===== src/rtl/evc_pkg.sv =====
package evc_pkg;
  localparam logic [1:0] ADDR_CTRL  = 2'd0;
  localparam logic [1:0] ADDR_CNT_A = 2'd1;
  localparam logic [1:0] ADDR_CNT_B = 2'd2;

  typedef struct packed {
    logic snap;
    logic casc;
    logic pol_b;
    logic pol_a;
  } ctrl_t;

  localparam int CTRL_W = $bits(ctrl_t);
endpackage


===== src/rtl/evc_sync_edge.sv =====
module evc_sync_edge #(
  parameter int STAGES = 2
) (
  input  logic clk,
  input  logic rst,
  input  logic din,
  input  logic pol,
  output logic pulse
);
  logic [STAGES-1:0] sync_q;
  logic              lvl;
  logic              prev_q;

  always_ff @(posedge clk) begin
    if (rst) sync_q <= '0;
    else     sync_q <= {sync_q[STAGES-2:0], din};
  end

  // Polarity is folded into the level, so a falling input looks like a rise.
  assign lvl = sync_q[STAGES-1] ^ pol;

  always_ff @(posedge clk) begin
    if (rst) prev_q <= 1'b0;
    else     prev_q <= lvl;
  end

  assign pulse = lvl & ~prev_q;
endmodule


===== src/rtl/evc_counters.sv =====
module evc_counters #(
  parameter int CW = 16
) (
  input  logic          clk,
  input  logic          rst,
  input  logic [1:0]    inc,
  input  logic          casc,
  input  logic [1:0]    ld,
  input  logic [CW-1:0] ld_val,
  output logic [CW-1:0] cnt_a,
  output logic [CW-1:0] cnt_b
);
  logic carry;
  logic step_b;

  assign carry  = casc & inc[0] & ~ld[0] & (cnt_a == '1);
  assign step_b = casc ? carry : inc[1];

  always_ff @(posedge clk) begin
    if (rst)         cnt_a <= '0;
    else if (ld[0])  cnt_a <= ld_val;
    else if (inc[0]) cnt_a <= cnt_a + 1'b1;
  end

  always_ff @(posedge clk) begin
    if (rst)         cnt_b <= '0;
    else if (ld[1])  cnt_b <= ld_val;
    else if (step_b) cnt_b <= cnt_b + 1'b1;
  end
endmodule


===== src/rtl/evc_snapshot.sv =====
module evc_snapshot #(
  parameter int CW = 16
) (
  input  logic          clk,
  input  logic          rst,
  input  logic          snap,
  input  logic [CW-1:0] cnt_a,
  input  logic [CW-1:0] cnt_b,
  output logic [CW-1:0] hold_a,
  output logic [CW-1:0] hold_b
);
  logic snap_q;

  always_ff @(posedge clk) begin
    if (rst) begin
      snap_q <= 1'b0;
      hold_a <= '0;
      hold_b <= '0;
    end else begin
      snap_q <= snap;
      if (snap && !snap_q) begin
        hold_a <= cnt_a;
        hold_b <= cnt_b;
      end
    end
  end
endmodule


===== src/rtl/evc_top.sv =====
module evc_top #(
  parameter int CW          = 16,
  parameter int SYNC_STAGES = 2
) (
  input  logic          clk,
  input  logic          rst,
  input  logic          evt_a,
  input  logic          evt_b,
  input  logic          host_we,
  input  logic [1:0]    host_addr,
  input  logic [CW-1:0] host_wdata,
  output logic [CW-1:0] host_rdata
);
  import evc_pkg::*;

  ctrl_t          ctrl_q;
  logic [1:0]     evt_in;
  logic [1:0]     pol;
  logic [1:0]     pulse;
  logic [1:0]     ld;
  logic [CW-1:0]  cnt_a, cnt_b, hold_a, hold_b;

  assign evt_in = {evt_b, evt_a};
  assign pol    = {ctrl_q.pol_b, ctrl_q.pol_a};

  always_ff @(posedge clk) begin
    if (rst)                                ctrl_q <= '0;
    else if (host_we && host_addr == ADDR_CTRL) ctrl_q <= ctrl_t'(host_wdata[CTRL_W-1:0]);
  end

  assign ld[0] = host_we && (host_addr == ADDR_CNT_A);
  assign ld[1] = host_we && (host_addr == ADDR_CNT_B);

  for (genvar ch = 0; ch < 2; ch++) begin : g_chan
    evc_sync_edge #(.STAGES(SYNC_STAGES)) u_edge (
      .clk   (clk),
      .rst   (rst),
      .din   (evt_in[ch]),
      .pol   (pol[ch]),
      .pulse (pulse[ch])
    );
  end

  evc_counters #(.CW(CW)) u_cnt (
    .clk    (clk),
    .rst    (rst),
    .inc    (pulse),
    .casc   (ctrl_q.casc),
    .ld     (ld),
    .ld_val (host_wdata),
    .cnt_a  (cnt_a),
    .cnt_b  (cnt_b)
  );

  evc_snapshot #(.CW(CW)) u_snap (
    .clk    (clk),
    .rst    (rst),
    .snap   (ctrl_q.snap),
    .cnt_a  (cnt_a),
    .cnt_b  (cnt_b),
    .hold_a (hold_a),
    .hold_b (hold_b)
  );

  always_ff @(posedge clk) begin
    if (rst) host_rdata <= '0;
    else begin
      unique case (host_addr)
        ADDR_CTRL:  host_rdata <= CW'(ctrl_q);
        ADDR_CNT_A: host_rdata <= hold_a;
        ADDR_CNT_B: host_rdata <= hold_b;
        default:    host_rdata <= '0;
      endcase
    end
  end
endmodule


===== config.mk =====
export PLATFORM = sky130hd
export DESIGN_NAME = evc_top
export DESIGN_NICKNAME = d
export VERILOG_FILES = /design/src/rtl/evc_pkg.sv /design/src/rtl/evc_sync_edge.sv /design/src/rtl/evc_counters.sv /design/src/rtl/evc_snapshot.sv /design/src/rtl/evc_top.sv
export SDC_FILE = /design/constraint.sdc
export NUM_CORES = 1
export LEC_CHECK = 0
export ABC_AREA = 0
export BUFFER_PORTS_ARGS = -buffer_cell sky130_fd_sc_hd__buf_4
export CAP_MARGIN = 20
export CORE_MARGIN = 3
export CORE_UTILIZATION = 39
export DETAILED_ROUTE_END_ITERATION = 6
export GPL_TIMING_DRIVEN = 0
export PLACE_DENSITY = 0.57
export SYNTH_ARGS = -nofsm -noshare
export SYNTH_HDL_FRONTEND = slang
export SYNTH_SLANG_ARGS = --single-unit

===== constraint.sdc =====
create_clock -name clk -period 1.7 [get_ports clk]
set_input_delay 0.085 -clock clk [delete_from_list [all_inputs] [get_ports clk]]
set_output_delay 0.085 -clock clk [all_outputs]
set_load 0.02 [all_outputs]

; ---- Yosys cells after proc, flatten, opt, wreduce, memory -nomap -nowiden
; Cells that the tools add are included.
[classes]
n_eq_ne = 3
n_bitwise = 10
mux = 6
addsub = 2
reduce_logical = 8
[op_table]
columns = op, count
row1 = $mux 16, 4
row2 = $pmux 16 s3, 1
row3 = $add 16x1->16 const B, 2
row4 = $eq 16x16->1 const B, 1
row5 = $and 1x1->1, 5
row6 = $logic_and 1x1->1, 4
row7 = $reduce_bool 2->1, 2
row8 = $not 1->1, 3
row9 = $eq 2x1->1 const B, 1
row10 = $eq 2x2->1 const B, 1
row11 = $logic_not 2->1, 1
row12 = $xor 1x1->1, 2
row13 = $logic_not 1->1, 1
row14 = $mux 1, 1
[totals]
elab_cells = 43
ff_bits = 91
inputBits = 23

; ---- Longest topological paths before layout
; Gate-level depths: netlist of run 1.
[logic_depth]
depth_word = 8
ltp_mapped = 8

; ---- By module
; A second synthesis of run 1 with hierarchy kept.
[hier_totals]
cells_unflattened = 467
hier_area_um2 = 4377.9
[modules_own_cells]
columns = module, instances, area_each_um2, cells_per_inst
row1 = evc_counters, 1, 1805.5, 225
row2 = evc_snapshot, 1, 1604.0, 147
row3 = evc_top, 1, 790.8, 79
row4 = evc_sync_edge, 2, 88.8, 8

; ---- Worst setup path before layout of run 1
; No wires, ideal clock.
[synth_timing]
path_kind = flip-flop to flip-flop
from = register u_cnt.cnt_a[0]
to = register u_cnt.cnt_b[0]
path_stages_with_launch = 8
arrival_ns = 1.647
synth_period_minus_slack_ns = 1.717
path_buffers = 1
setup_slack_ns = -0.017
cell_sequence = dfxtp_1 ha_1 nor2b_1 nor4b_4 a31oi_1 buf_2 or3_1 a21oi_1
[synth_between]
elab_chain_cells = 4
[synth_rtl]
columns = element, line_no
row1 = start: declaration, evc_counters.sv:10  ; output logic [CW-1:0] cnt_a,
row2 = start signal: assignment, evc_counters.sv:21  ; else if (ld[0]) cnt_a <= ld_val;
row3 = start signal: assignment, evc_counters.sv:22  ; else if (inc[0]) cnt_a <= cnt_a + 1'b1;
row4 = $eq 16x16->1, evc_counters.sv:16  ; assign carry = casc & inc[0] & ~ld[0] & (cnt_a == '1);
row5 = $and 1x1->1, evc_counters.sv:16
row6 = $mux 1, evc_counters.sv:17  ; assign step_b = casc ? carry : inc[1];
row7 = $reduce_bool 2->1 (no source line), --
row8 = end signal: assignment, evc_counters.sv:27  ; else if (ld[1]) cnt_b <= ld_val;
row9 = end signal: assignment, evc_counters.sv:28  ; else if (step_b) cnt_b <= cnt_b + 1'b1;
row10 = end: declaration, evc_counters.sv:11  ; output logic [CW-1:0] cnt_b
; No other way between the ends.
; A chain may end at the register's enable or synchronous reset.

; ---- Final worst setup path of run 1
; Ends and elaborated chain as after synthesis.

==> flow_summary.ini, run 1 <==
[status]
status = finished with violations
violations = setup timing

[clock_tree]
cts_tree = built
clock_latency_ns = 0.37
clockBufferDepth = 2
cts_buffers = 9
cts.sinks = 91
path_clk_slew_ns = 0.10
cts_root_buffer = clkbuf_8
ctsHtreeMaxLevel = 3

[final_layout]
layout_common_cells = nand2_1 (88), dfxtp_1 (76), nor2_1 (62)
mostFrequentLayoutCell = nand2_1
final_cell_area_sq_mm = 0.00477
final_layout_size_suffix_gt1_share_pct = 18.8
diodes = 0
layoutNonFillerInstCount = 673
fin_nets = 564
area_delta_synth_final_pct = 23.0
utilization_pct = 50.4

[synth]
synth_area_leaders = dfxtp_1 (47%), nand2_1 (8.5%), a21oi_1 (7.2%), nor2_1 (6.2%), a211oi_1 (3.1%)
async_flop_share_pct = 0
yosysSeqAreaShare_pct = 47.0
synthCells = 477
synth_top_area_share_pct = 47.0
ys_types = 42
synth_top_area_cell = dfxtp_1
ys.flop_type = dfxtp_1
synth_edf_count = 0
ys_ff_latch = 91
synth_area_sq_mm = 0.00388
avgSynthCellArea_sq_um = 8.13
syn_nets = 502
yosysWarnings = 0

[timing]
fmax_mhz = 551
worstMarginPinSlew_ns = 0.977
setup_viol = 12
hold_viol = 0
maxSlewHeadroom_pct = 34.7
period_needed_ns = 1.82
fin_crit_sh_pct = 107
rsz0062_at_grt = yes
finalClockSkew_ns = 0.00927
tns_ns = -0.598
worst_slack_ns = -0.117
finalMaxSlewViolations = 0

[setup_path]
path_cells = ha_4 -> nor2b_4 -> nor4b_4 -> a31oi_2 -> buf_4 -> or3_1 -> a21oi_1
crit_slowest_cell = dfxtp_4
r2r_start = u_cnt.cnt_a[0]$_SDFFE_PP0P_
slowest_delay_ns = 0.37
crit_required_ns = 2.00
worstSetupPathType = reg2reg
critPathMaxFanout = 5
r2r.worst_path.cells = 7
crit_start = u_cnt.cnt_a[0]$_SDFFE_PP0P_
end_kind = flip-flop
cp-start-kind = flip-flop
arrival_ns = 2.12

[floorplan]
dieHeight_microns = 106
dieArea_sq_mm = 0.0112
coreArea_sq_mm = 0.00946
die_w_microns = 106
io_pins = 39
initial_core_util_pct = 41.0
fp-row-count = 35

[route]
routed_via_density = 5.31
drt-pass1-iter-count = 5
post-route-drc-count = 0
ant_nets = 0
wirelength_microns = 11300
drt_iter0_markers = 226
avgRoutedWirePerCell_microns = 16.8
dr_total_vias = 3571

[global_routing]
first_global_vias = 3300
grt_first_pass_wirelength_microns = 17700
grt_use_total_pct = 20.4
grt_max_degree = 17
antenna_found_initial = 0
gr-total-overflow = 0

[hold_path]
holdPathStages = 3
hold_start = host_wdata[3]
worstHoldPathType = in2reg

[power]
p_leak_nw = 1.67
ir_worst_vdd_v = 0.000348
power_density_mw_per_mm2 = 874

[placed_design]
io_buffers = 36
gp_congestion = 0.852
place_area_sq_mm = 0.00431
post-place-cells = 642
dp_hpwl_microns = 8240

[job]
max_cap_viol_count = 0
## power breakdown
part           switching [W]  internal (W)
combinational       0.000229      0.000160
clock               0.000833      0.000700
sequential         0.0000630       0.00218
## state kept, by name, indices dropped and copies added, names as in the netlist
| register | cells |
|---|---|
| u_cnt.cnt_b | 16 |
| u_snap.hold_b | 16 |
| u_cnt.cnt_a | 16 |
| u_snap.hold_a | 16 |
| ctrl_q | 4 |
| g_chan.u_edge.sync_q | 4 |
| g_chan.u_edge.prev_q | 2 |
| u_snap.snap_q | 1 |
| host_rdata | 16 |
## worst max-delay path, delay by kind of cell (launching register included)
kind                     cells  cell delay, ns
flip-flops                   1            0.37
AO/OA/AOI/OAI                2            0.31
adder cells (fa/ha/maj)      1            0.13
AND/OR/NAND/NOR              3            0.75
buffers and inverters        1            0.20
## cells by family after synthesis
family,after synthesis,share of synthesized area (%)
DFF,91,47.0
xor gates and xnor gates,18,4.06
and+or+nand+nor,208,24.4
adders and majority gates,2,0.645
muxes,8,2.06
buffers and inverters,34,3.48
AOI/OAI and AO/OA,116,18.4
## metrics by stage
| step | power, W | hold WS, ns | setup slack [ns] |
|---|---|---|---|
| 2_1_floorplan | 0.00248 | 0.213 | 0.00414 |
| 3_3_place_gp | 0.00262 | 0.301 | -0.335 |
| 3_5_place_dp | 0.00262 | 0.306 | -0.310 |
| 4_1_cts | 0.00416 | 0.00547 | -0.0831 |
| 5_1_grt | 0.00431 | -0.000608 | -0.159 |
| 6_report | 0.00417 | 0.00574 | -0.117 |
## metal layers
metal	up-vias	GRT usage, %	wire, microns
li1	1773	-	-
met4	0	6.29	213
met5	-	0	0
met1	1655	28.5	5270
met3	16	4.16	738
met2	127	31.5	5110
## Yosys cell counts, drive strengths merged (6+ instances only)
| library cell | number |
|---|---|
| nand2 | 88 |
| xnor2 | 6 |
| clkbuf | 27 |
| nand3 | 10 |
| a211oi | 16 |
| dfxtp | 91 |
| buf | 6 |
| nand4 | 8 |
| a22oi | 14 |
| nor2 | 64 |
| o21ai | 13 |
| xor2 | 12 |
| mux2i | 8 |
| a21oi | 56 |
| nor2b | 9 |
## final cells by class
class	instances	area, sq um
plain buffers	33	153
clock buffers	10	128
clock inverters	6	73.8
fillers	959	4690
inverters	1	3.75
multi-input cells	352	2010
flip-flops and latches	91	1850
well taps	129	161
repair buffers	51	392
## final timing paths
check / slack, ns / endpoint
min reg2reg: 0.45 / g_chan[0].u_edge.sync_q[1]$_SDFF_PP0_
max reg2reg: -0.12 / u_cnt.cnt_b[0]$_SDFFE_PP0P_
min: 0.006 / ctrl_q[3]$_SDFFE_PP0P_
max: -0.12 / u_cnt.cnt_b[0]$_SDFFE_PP0P_
## timing repair
item	in CTS	in global routing
cloned	1	1
setup endpoints to repair	26	22
buffers inserted	7	2
hold endpoints to repair	4	0
resized for setup	29	15
pin swaps	5	10
hold buffers	4	0
(Power assumes the default switching activity.)
==> run 2: changes to the inputs <==
--- a/config.mk
+++ b/config.mk
@@ -13,6 +13,8 @@
 export DETAILED_ROUTE_END_ITERATION = 6
 export GPL_TIMING_DRIVEN = 0
 export PLACE_DENSITY = 0.57
+export RECOVER_POWER = 50
+export SKIP_LAST_GASP = 1
 export SYNTH_ARGS = -nofsm -noshare
 export SYNTH_HDL_FRONTEND = slang
 export SYNTH_SLANG_ARGS = --single-unit
==> run 2 against run 1 <==
  * The run still ends with setup timing left
  * Largest power group unchanged
  * Clock power about the same
  * Final cell count stayed put
  * Sequential power hardly changed
  * Flip-flop and latch count unchanged
==> flow_summary.ini, run 2 (synthesis gave the netlist of run 1 again) <==
[status]
status = finished with violations
violations = setup timing

[setup_path]
timing.rr.end = u_cnt.cnt_b[0]$_SDFFE_PP0P_
end_kind = flip-flop
critPathMaxFanout = 5
crit_required_ns = 2.00
r2r.worst_path.cells = 7
r2r_start = u_cnt.cnt_a[0]$_SDFFE_PP0P_
worstSetupPathType = reg2reg
cp-start-kind = flip-flop
endpoint = u_cnt.cnt_b[0]$_SDFFE_PP0P_
rrSetupSlack_ns = -0.11
arrival_ns = 2.11
crit_start = u_cnt.cnt_a[0]$_SDFFE_PP0P_

[final_layout]
layout_common_cells = nand2_1 (88), dfxtp_1 (77), nor2_1 (63)
utilization_pct = 49.7
final_layout_size_suffix_gt1_share_pct = 15.4
area_delta_synth_final_pct = 21.3
layoutNonFillerInstCount = 673
fin_nets = 564
diodes = 0
seqCellArea_sq_mm = 0.00185
mostFrequentLayoutCell = nand2_1
fill_cells = 970
multi_input_area_sq_mm = 0.00201

[global_routing]
first_global_vias = 3298
grt_use_total_pct = 20.4
grt_max_degree = 17
grt_first_pass_wirelength_microns = 17700
antenna_found_initial = 0
gr-total-overflow = 0

[route]
wirelength_microns = 11400
post-route-drc-count = 0
routed_via_density = 5.27
ant_nets = 0
drt_iter0_markers = 225
avgRoutedWirePerCell_microns = 16.9
drt-pass1-iter-count = 4
dr_total_vias = 3548

[hold_path]
worstHoldPathType = in2reg

[clock_tree]
ctsHtreeMaxLevel = 3
clock_latency_ns = 0.37
path_clk_slew_ns = 0.10
clockBufferDepth = 2
cts_tree = built
cts_buffers = 9
cts_root_buffer = clkbuf_8
cts.sinks = 91

[power]
p_leak_nw = 1.60
ir_worst_vdd_v = 0.000351
power_w = 0.00417
power_density_mw_per_mm2 = 886

[floorplan]
io_pins = 39
fp-row-count = 35
dieArea_sq_mm = 0.0112
dieHeight_microns = 106
coreArea_sq_mm = 0.00946
die_w_microns = 106
initial_core_util_pct = 41.0

[timing]
rsz0062_at_grt = yes
period_needed_ns = 1.81
worst_slack_ns = -0.110
setup_viol = 12
maxSlewHeadroom_pct = 35.9
hold_viol = 0
worstMarginPinSlew_ns = 0.959
finalMaxSlewViolations = 0
fin_crit_sh_pct = 106
fmax_mhz = 553
finalClockSkew_ns = 0.00938

[placed_design]
gp_congestion = 0.852
io_buffers = 36
dp_hpwl_microns = 8240
post-place-cells = 642

[job]
max_cap_viol_count = 0
## run 2: changes by cell type in the layout (fill, tap and decap cells not counted), sizes merged
cell | previous run | this run
clkbuf | 37 | 53
buf | 53 | 37
## run 2: layout make-up
type / count / share of cell area, %
buffer: 33 / 3.25
clock buffer: 10 / 2.71
clock inverter: 6 / 1.57
inverter: 1 / 0.0798
multi-input combinational: 352 / 42.7
sequential: 91 / 39.3
tap: 129 / 3.43
timing repair buffer: 51 / 6.97
## run 2: power by group
| group | total, W | switching [W] | internal, W |
|---|---|---|---|
| registers | 0.00224 | 0.0000626 | 0.00218 |
| logic | 0.000385 | 0.000228 | 0.000157 |
| clock network | 0.00154 | 0.000838 | 0.000700 |
## run 2: metrics by stage
step / TNS, ns / instance area [sq um] / worst slack [ns] / hold slack, ns
after floorplan: 0 / 3880 / 0.00414 / 0.213
after global placement: -4.32 / 4310 / -0.335 / 0.301
after detailed placement: -4.42 / 4310 / -0.310 / 0.306
after CTS: -0.151 / 4710 / -0.0831 / 0.00547
after global routing: -1.75 / 4700 / -0.159 / -0.000608
final: -0.531 / 4700 / -0.110 / 0.00850
## run 2: worst max-delay path, stage by stage (launching register included)
cell	delay (ns)
dfxtp_4	0.37
ha_4	0.13
nor2b_4	0.14
nor4b_4	0.31
a31oi_2	0.18
buf_4	0.19
or3_1	0.30
a21oi_1	0.12
## run 2: layer usage
layer	up-vias	part of all wire (%)	GRT usage, %
li1	1773	-	-
met1	1645	47	28.5
met2	113	45	31.5
met3	17	5.6	4.16
met4	0	1.8	6.29
met5	-	0	0
## run 2: timing repair
action,4_1_cts,5_1_grt
resized for setup,29,12
cloned,1,1
endpoints found under the hold margin,4,0
endpoints found under the setup margin,26,22
pin swaps,5,9
hold buffers,4,0
buffers inserted,7,2
## run 2: worst min path at each step
stage	end	cells after the start	from	slack, ns
after CTS	ctrl_q[3]$_SDFFE_PP0P_	3	host_wdata[3]	0.005
after floorplan	g_chan[0].u_edge.sync_q[0]$_SDFF_PP0_	1	evt_a	0.21
after global routing	ctrl_q[2]$_SDFFE_PP0P_	3	host_wdata[2]	-0.0006
final	ctrl_q[3]$_SDFFE_PP0P_	3	host_wdata[3]	0.009
after detailed placement	g_chan[1].u_edge.sync_q[0]$_SDFF_PP0_	2	evt_b	0.31
after global placement	g_chan[1].u_edge.sync_q[0]$_SDFF_PP0_	2	evt_b	0.30
